File: src/rtl/bit_delay_sampler_pkg.sv
// Shared constants and the phase-offset rule for the bit-delay sampler.
// Assumes a sampling clock at four phases per bit cell.
package bit_delay_sampler_pkg;

    localparam int FIELD_W = 5;   // delay field width
    localparam int CFG_W   = 16;  // configuration word width
    localparam int OFF_W   = 6;   // phase offset width (max 33)

    typedef enum logic {
        MODE_FRAC  = 1'b0,        // quarter-bit delay, fixed 3/4 point
        MODE_SPLIT = 1'b1         // whole-bit delay plus point select
    } samp_mode_e;

    // Phases from the frame-start edge to the capture of bit 0.
    function automatic logic [OFF_W-1:0] phase_offset(
        input samp_mode_e       mode,
        input logic [FIELD_W-1:0] fld
    );
        logic [OFF_W-1:0] whole;
        logic [OFF_W-1:0] point;
        if (mode == MODE_SPLIT) begin
            whole = {1'b0, fld[4:2], 2'b00};
            point = {4'b0000, fld[1:0]};
            return whole + point;
        end
        return {1'b0, fld} + OFF_W'(2);
    endfunction

endpackage

File: src/rtl/delay_field_bank.sv
// Bank of per-stream delay fields.
// Holds NUM_STREAMS fields of FIELD_W bits with one write port, one
// configuration read port and one select port used by the frame logic.
// Assumes indices at or above NUM_STREAMS are neither written nor read
// (reads return zero).
module delay_field_bank
    import bit_delay_sampler_pkg::*;
#(
    parameter  int NUM_STREAMS = 32,
    localparam int ADDR_W      = (NUM_STREAMS > 1) ? $clog2(NUM_STREAMS) : 1
) (
    input  logic               clk,
    input  logic               rst_n,
    input  logic               wr_en,
    input  logic [ADDR_W-1:0]  wr_addr,
    input  logic [FIELD_W-1:0] wr_field,
    input  logic [ADDR_W-1:0]  rd_addr,
    output logic [FIELD_W-1:0] rd_field,
    input  logic [ADDR_W-1:0]  sel_addr,
    output logic [FIELD_W-1:0] sel_field
);

    logic [FIELD_W-1:0]     fld_q [NUM_STREAMS];
    logic [NUM_STREAMS-1:0] ent_we;

    // Decode one write enable per entry.
    for (genvar gi = 0; gi < NUM_STREAMS; gi++) begin : g_we
        assign ent_we[gi] = wr_en && (wr_addr == ADDR_W'(gi));
    end

    // Field storage: cleared by reset, loaded by its own enable.
    always_ff @(posedge clk) begin
        for (int i = 0; i < NUM_STREAMS; i++) begin
            if (!rst_n) begin
                fld_q[i] <= '0;
            end else if (ent_we[i]) begin
                fld_q[i] <= wr_field;
            end
        end
    end

    // Configuration read mux.
    always_comb begin
        rd_field = '0;
        for (int i = 0; i < NUM_STREAMS; i++) begin
            if (rd_addr == ADDR_W'(i)) rd_field = fld_q[i];
        end
    end

    // Frame-select read mux.
    always_comb begin
        sel_field = '0;
        for (int i = 0; i < NUM_STREAMS; i++) begin
            if (sel_addr == ADDR_W'(i)) sel_field = fld_q[i];
        end
    end


    // the low bits written to an entry are read back on the next cycle
    wr_readback_chk: assert property (@(posedge clk) disable iff (!rst_n)
        (wr_en && wr_addr == rd_addr && $stable(rd_addr) && ($countones(ent_we) == 1))
            |=> rd_field == $past(wr_field));

endmodule

File: src/rtl/frame_phase_arm.sv
// Frame-start arming logic.
// On a frame-start edge it computes the phase offset of bit 0 from the
// selected field and mode, then counts down the phases and issues a
// start pulse on the capture edge. An offset of zero starts on the
// frame-start edge itself. A new frame start always re-arms.
// Assumes frame_start_i is a single-cycle pulse.
module frame_phase_arm
    import bit_delay_sampler_pkg::*;
(
    input  logic               clk,
    input  logic               rst_n,
    input  logic               frame_start_i,
    input  samp_mode_e         mode_i,
    input  logic [FIELD_W-1:0] field_i,
    output logic               start_o
);

    logic [OFF_W-1:0] off_new;
    logic [OFF_W-1:0] cnt_q;
    logic             armed_q;

    // Offset requested by the settings present at this edge.
    always_comb off_new = phase_offset(mode_i, field_i);

    // Start pulse: immediate for zero offset, otherwise at countdown end.
    always_comb begin
        if (frame_start_i) begin
            start_o = (off_new == '0);
        end else begin
            start_o = armed_q && (cnt_q == '0);
        end
    end

    // Countdown of remaining phases until bit 0 capture.
    always_ff @(posedge clk) begin
        if (!rst_n) begin
            armed_q <= 1'b0;
            cnt_q   <= '0;
        end else if (frame_start_i) begin
            armed_q <= (off_new != '0);
            cnt_q   <= off_new - OFF_W'(1);
        end else if (armed_q) begin
            if (cnt_q == '0) begin
                armed_q <= 1'b0;
            end else begin
                cnt_q <= cnt_q - OFF_W'(1);
            end
        end
    end


    // an armed countdown fires once and then disarms unless re-armed
    arm_once_chk: assert property (@(posedge clk) disable iff (!rst_n)
        (start_o && !frame_start_i) |=> !start_o || frame_start_i);

endmodule

File: src/rtl/cell_sampler.sv
// Bit-cell sampler.
// On a start pulse it captures bit 0, then captures one bit every four
// phases until FRAME_BITS bits are out. Each capture is presented for one
// cycle with a valid strobe and the bit index. A new start discards any
// bits still pending from the running frame.
// Assumes four clock phases per bit cell.
module cell_sampler #(
    parameter  int FRAME_BITS = 32,
    localparam int IDX_W      = (FRAME_BITS > 1) ? $clog2(FRAME_BITS) : 1
) (
    input  logic             clk,
    input  logic             rst_n,
    input  logic             start_i,
    input  logic             data_i,
    output logic             bit_o,
    output logic             valid_o,
    output logic [IDX_W-1:0] idx_o
);

    localparam logic [IDX_W-1:0] LAST_IDX = IDX_W'(FRAME_BITS - 1);

    logic             running_q;
    logic [1:0]       quarter_q;
    logic [IDX_W-1:0] next_idx_q;

    // Run control: restart on start, step quarters while running.
    always_ff @(posedge clk) begin
        if (!rst_n) begin
            running_q  <= 1'b0;
            quarter_q  <= '0;
            next_idx_q <= '0;
        end else if (start_i) begin
            running_q  <= (FRAME_BITS > 1);
            quarter_q  <= '0;
            next_idx_q <= IDX_W'(1);
        end else if (running_q) begin
            quarter_q <= quarter_q + 2'd1;
            if (quarter_q == 2'd3) begin
                next_idx_q <= next_idx_q + IDX_W'(1);
                if (next_idx_q == LAST_IDX) running_q <= 1'b0;
            end
        end
    end

    // Output register: capture the line on start or on each fourth phase.
    always_ff @(posedge clk) begin
        if (!rst_n) begin
            valid_o <= 1'b0;
            bit_o   <= 1'b0;
            idx_o   <= '0;
        end else if (start_i) begin
            valid_o <= 1'b1;
            bit_o   <= data_i;
            idx_o   <= '0;
        end else if (running_q && quarter_q == 2'd3) begin
            valid_o <= 1'b1;
            bit_o   <= data_i;
            idx_o   <= next_idx_q;
        end else begin
            valid_o <= 1'b0;
        end
    end


    // a start yields bit 0 on the next cycle
    start_first_chk: assert property (@(posedge clk) disable iff (!rst_n)
        start_i |=> valid_o && (idx_o == '0));


    // strobes are isolated: one strobe is never followed directly by another
    // unless a new start intervenes
    strobe_gap_chk: assert property (@(posedge clk) disable iff (!rst_n)
        (valid_o && !start_i) |=> !valid_o);


    // the presented bit is the line value at the capture edge
    bit_value_chk: assert property (@(posedge clk) disable iff (!rst_n)
        valid_o |-> bit_o == $past(data_i));

endmodule

File: src/rtl/bit_delay_sampler.sv
// Programmable serial bit-delay sampler, top level.
// Ties the field bank, the frame arming counter and the cell sampler
// together. Stream select, mode and field are sampled on the frame-start
// edge only. The configuration port exposes bits 4:0 of each 16-bit word;
// the upper bits read as zero and are dropped on write.
// Assumes a clock at four phases per bit cell and a one-cycle frame pulse.
module bit_delay_sampler
    import bit_delay_sampler_pkg::*;
#(
    parameter  int NUM_STREAMS = 32,
    parameter  int FRAME_BITS  = 32,
    localparam int ADDR_W      = (NUM_STREAMS > 1) ? $clog2(NUM_STREAMS) : 1,
    localparam int IDX_W       = (FRAME_BITS > 1) ? $clog2(FRAME_BITS) : 1
) (
    input  logic              clk,
    input  logic              rst_n,
    input  logic              data_i,
    input  logic              frame_start_i,
    input  logic              split_mode_i,
    input  logic [ADDR_W-1:0] stream_sel_i,
    input  logic              cfg_wr_en_i,
    input  logic [ADDR_W-1:0] cfg_wr_addr_i,
    input  logic [CFG_W-1:0]  cfg_wr_data_i,
    input  logic [ADDR_W-1:0] cfg_rd_addr_i,
    output logic [CFG_W-1:0]  cfg_rd_data_o,
    output logic              bit_o,
    output logic              bit_valid_o,
    output logic [IDX_W-1:0]  bit_idx_o
);

    logic [FIELD_W-1:0] rd_field;
    logic [FIELD_W-1:0] sel_field;
    logic               start_pulse;
    samp_mode_e         mode;

    // Global mode input as the enumerated type.
    always_comb mode = samp_mode_e'(split_mode_i);

    // Reserved bits of the read word are zero.
    always_comb cfg_rd_data_o = {{(CFG_W-FIELD_W){1'b0}}, rd_field};

    delay_field_bank #(
        .NUM_STREAMS (NUM_STREAMS)
    ) u_bank (
        .clk       (clk),
        .rst_n     (rst_n),
        .wr_en     (cfg_wr_en_i),
        .wr_addr   (cfg_wr_addr_i),
        .wr_field  (cfg_wr_data_i[FIELD_W-1:0]),
        .rd_addr   (cfg_rd_addr_i),
        .rd_field  (rd_field),
        .sel_addr  (stream_sel_i),
        .sel_field (sel_field)
    );

    frame_phase_arm u_arm (
        .clk           (clk),
        .rst_n         (rst_n),
        .frame_start_i (frame_start_i),
        .mode_i        (mode),
        .field_i       (sel_field),
        .start_o       (start_pulse)
    );

    cell_sampler #(
        .FRAME_BITS (FRAME_BITS)
    ) u_cell (
        .clk     (clk),
        .rst_n   (rst_n),
        .start_i (start_pulse),
        .data_i  (data_i),
        .bit_o   (bit_o),
        .valid_o (bit_valid_o),
        .idx_o   (bit_idx_o)
    );

    // Checker state: phases since the last frame start and its offset.
    logic [OFF_W-1:0] chk_phase_q;
    logic [OFF_W-1:0] chk_off_q;

    // Track the phase count and the latched offset for the timing check.
    always_ff @(posedge clk) begin
        if (!rst_n) begin
            chk_phase_q <= '0;
            chk_off_q   <= '0;
        end else if (frame_start_i) begin
            chk_phase_q <= OFF_W'(1);
            chk_off_q   <= phase_offset(mode, sel_field);
        end else if (chk_phase_q != '1) begin
            chk_phase_q <= chk_phase_q + OFF_W'(1);
        end
    end


    // a delayed start lands exactly on the offset latched at frame start
    start_phase_chk: assert property (@(posedge clk) disable iff (!rst_n)
        (start_pulse && !frame_start_i) |-> chk_phase_q == chk_off_q);


    // no strobe in the cycle after a reset edge
    reset_quiet_chk: assert property (@(posedge clk)
        !rst_n |=> !bit_valid_o);


    // writes carrying reserved bits never make them visible on reads
    reserved_drop_chk: assert property (@(posedge clk) disable iff (!rst_n)
        (cfg_wr_en_i && (|cfg_wr_data_i[CFG_W-1:FIELD_W]))
            |=> cfg_rd_data_o[CFG_W-1:FIELD_W] == '0);

endmodule

File: config.mk
export PLATFORM = sky130hd
export DESIGN_NAME = bit_delay_sampler
export DESIGN_NICKNAME = d
export VERILOG_FILES = /design/src/rtl/bit_delay_sampler_pkg.sv /design/src/rtl/delay_field_bank.sv /design/src/rtl/frame_phase_arm.sv /design/src/rtl/cell_sampler.sv /design/src/rtl/bit_delay_sampler.sv
export SDC_FILE = /design/constraint.sdc
export NUM_CORES = 1
export LEC_CHECK = 0
export BUFFER_PORTS_ARGS = -buffer_cell sky130_fd_sc_hd__buf_2
export CORE_ASPECT_RATIO = 1.1
export CORE_UTILIZATION = 40
export DETAILED_ROUTE_END_ITERATION = 7
export GPL_TIMING_DRIVEN = 1
export PLACE_DENSITY_LB_ADDON = 0.25
export SLEW_MARGIN = 0
export SYNTH_ARGS = -nofsm -noshare
export SYNTH_HDL_FRONTEND = slang
export SYNTH_SLANG_ARGS = --single-unit
File: constraint.sdc
create_clock -name clk -period 7.99 [get_ports clk]
set_clock_uncertainty 0.15 [all_clocks]
set_input_delay 0.799 -clock clk [delete_from_list [all_inputs] [get_ports clk]]
set_output_delay 0.799 -clock clk [all_outputs]
set_load 0.005 [all_outputs]
==> impl_metrics.yaml <==
synthesis:
  yosys.area_share.simple: 0.255
  ys_seq_area_frac: 0.434
  syn_inst: 1309
  synth-xor-area-share: 0.00434
  synth_edf_count: 160
  synth-seq-cells: 182
  yosysUniqueCellTypes: 91
  async_reset_ff_frac: 0
  synthFlopType: "edfxtp_1"
  syn-cell-area_sq_um: 12100
  synth_top_family_by_area: "simple AND/OR/NAND/NOR gates"
  yosys.area_share.adder: 0.00517
  synth-compound-area-share: 0.204
  yosysWarnings: 0
  synth.mux.area_fraction: 0.0485
  syn_avg_cell_area_sq_um: 9.24
power_and_ir_drop:
  p_leak_nw: 4.41
  p_total_mw: 2.39
  ir_drop_mv: 0.128
  p_per_area_nw_per_um2: 185
timing:
  finalCritPeriodShare: 0.692
  finalSetupTns_ns: 0
  finalHoldViolCount: 0
  rsz0062_at_grt: "false"
  finalCriticalPeriod_ns: 5.53
  slew_headroom: 0.260
  setup-violations-final: 0
  whs_ns: 0.300
  max_slew.worst_pin.slew_ns: 1.11
  finalMaxSlewViolations: 0
  fmax_ghz: 0.181
clock_network:
  clock_latency_ns: 0.46
  cts_setup_buffers: 0
  cts_root_buf: "clkbuf_16"
  cts_sinks: 182
  cts_tree: "yes"
  clock_path_buffers: 2
  ctsHoldBuffers: 0
  htree_levels: 4
  cts_resized: 0
  clkTransAtPathRegs_ns: 0.07
  numCtsBuffers: 17
worst_setup_path:
  slowest_delay_ns: 0.71
  cp.arrival_ns: 5.75
  cp.required_ns: 8.22
  slowest_stage: "a2111oi_0"
  crit_type: "in -> reg"
  cp-start-kind: "input pin"
  cp_common_cell: "buf_4"
  crit_fanout: 37
  cp-end-kind: "flip-flop"
  crit_chain: "buf_4 > buf_4 > or3b_2 > o21ai_1 > a221o_1 > a2111oi_0 > o31a_1 > ha_1 > inv_1 > a21o_1 > or4_1 > and3_1 > o221ai_2 > nand3_1 > a21oi_1"
global_routing:
  grt-ovfl-total: 0
  first_global_vias: 10100
  globalRouteTotalUtil: 0.292
  antenna_found_initial: 0
  grt_max_degree: 49
  grt_pass1_wl_mm: 65.9
floorplan:
  start_util: 0.408
  rows: 66
  io_pins: 60
  die_area_sq_um: 30900
  die_y_um: 184
  die_x_um: 168
  core_sq_um: 29600
cells_and_area:
  layout_commonest_cell: "and2_1"
  drive_gt1_frac: 0.0921
  n_antenna_cell: 0
  final_cell_mix: "and2_1, edfxtp_1, nor2_1, o21ai_0, a21oi_1"
  nets: 1321
  final.fill_count: 2892
  final_cells: 1666
  postLayoutCoreUtil: 0.436
  syn_to_final_growth_pct: 6.91
status:
  status: "finished clean"
route:
  top_layer: "met4"
  wirelength_mm: 44.4
  wl_per_cell_um: 26.7
  routed_via_density: 6.53
  wl_met3_mm: 4.11
  drc: 0
  wl_met2_mm: 19.4
  first_iter_violations: 1504
  drtPass1Iterations: 6
  num_vias: 10900
  final_antenna_net_count: 0
  drt-met1-wl_mm: 18.4
placed_design:
  port_buffers: 37
  dp.cells: 1634
  place.gp.congestion: 0.976
  hpwl_mm: 32.0
worst_hold_path:
  hp-class: "reg -> reg"
job:
  max-cap-violations: 0
metal layers:
layer  track usage  vias up
met3        0.0582      147
met1         0.390     5245
met2         0.442      693
met4         0.167        0
met5             0        -
li1              -     4798
path summary, 6_finish.rpt:
kind	cells after the start	endpoint	slack, ns	startpoint
max	15	u_cell.next_idx_q[1]$_SDFFE_PP0P_	2.46	stream_sel_i[0]
min	2	u_cell.idx_o[0]$_SDFFE_PP0P_	0.30	u_cell.idx_o[0]$_SDFFE_PP0P_
max reg2reg	13	u_cell.next_idx_q[1]$_SDFFE_PP0P_	3.48	u_bank.fld_q[0][42]$_SDFFCE_PN0P_
min reg2reg	2	u_cell.idx_o[0]$_SDFFE_PP0P_	0.30	u_cell.idx_o[0]$_SDFFE_PP0P_
stage by stage:
stage / worst slack (ns) / instance area, sq um
6_report: 2.46 / 12900
3_5_place_dp: 2.09 / 12400
2_1_floorplan: 3.69 / 12100
4_1_cts: 2.54 / 12900
3_3_place_gp: 2.07 / 12400
5_1_grt: 2.25 / 12900
report_power, final:
group,switching (mW),internal [mW],leakage (nW)
clock network,0.384,0.460,0.271
registers,0.0558,1.09,1.70
logic,0.265,0.129,2.44
total,0.705,1.68,4.41
synthesized netlist by cell type, drive strengths merged (6+ instances only):
master,count,share of area
dfxtp,22,0.036
and2,170,0.088
o21ai,102,0.042
mux2i,26,0.022
a31oi,19,0.0098
mux4,8,0.015
a21oi,84,0.035
nand2b,21,0.011
o32ai,7,0.0051
nand3b,7,0.0043
nor3b,10,0.0076
nor3,31,0.013
a22oi,7,0.0043
edfxtp,160,0.40
nor2b,29,0.015
mux2,13,0.012
inv,17,0.0053
nand3,37,0.015
a2bb2oi,6,0.0043
o22ai,19,0.0098
a21o,11,0.0068
o211ai,14,0.0087
o22a,6,0.0043
or3,6,0.0035
nand2,83,0.026
o221ai,11,0.0085
nor2,117,0.036
buf,54,0.026
a211oi,15,0.0093
clkbuf,56,0.017
state kept, by name (all words and copies together) (netlist names):
name               flops
u_cell.valid_o         1
u_arm.armed_q          1
u_cell.next_idx_q      5
u_cell.idx_o           5
u_arm.cnt_q            6
u_cell.quarter_q       2
u_bank.fld_q         160
u_cell.bit_o           1
u_cell.running_q       1
cells by family (layout without fill, tap and decap cells):
| logic type | count (synthesis) | after routing |
|---|---|---|
| other | 1 | 11 |
| and+or+nand+nor | 563 | 563 |
| muxes | 47 | 47 |
| DFF | 182 | 182 |
| xor gates and xnor gates | 6 | 6 |
| buffers and inverters | 129 | 102 |
| adders and majority gates | 5 | 5 |
| AOI/OAI and AO/OA | 376 | 376 |
critical path: cells and delay by family:
family | cells | cell delay, ns
AO/OA/AOI/OAI | 7 | 2.34
AND/OR/NAND/NOR | 4 | 1.40
buffers and inverters | 3 | 0.89
adder cells (fa/ha/maj) | 1 | 0.27
area by class of cell:
class / instances / area, sq um / share of cell area
flip-flops and latches: 182 / 5250 / 0.406
repair buffers: 51 / 293 / 0.0226
multi-input cells: 1008 / 6290 / 0.486
well taps: 374 / 468 / 0.0362
clock buffers: 20 / 437 / 0.0338
inverters: 19 / 71.3 / 0.00552
clock inverters: 12 / 128 / 0.00987
No activity file was read; power rests on OpenSTA's default activity.
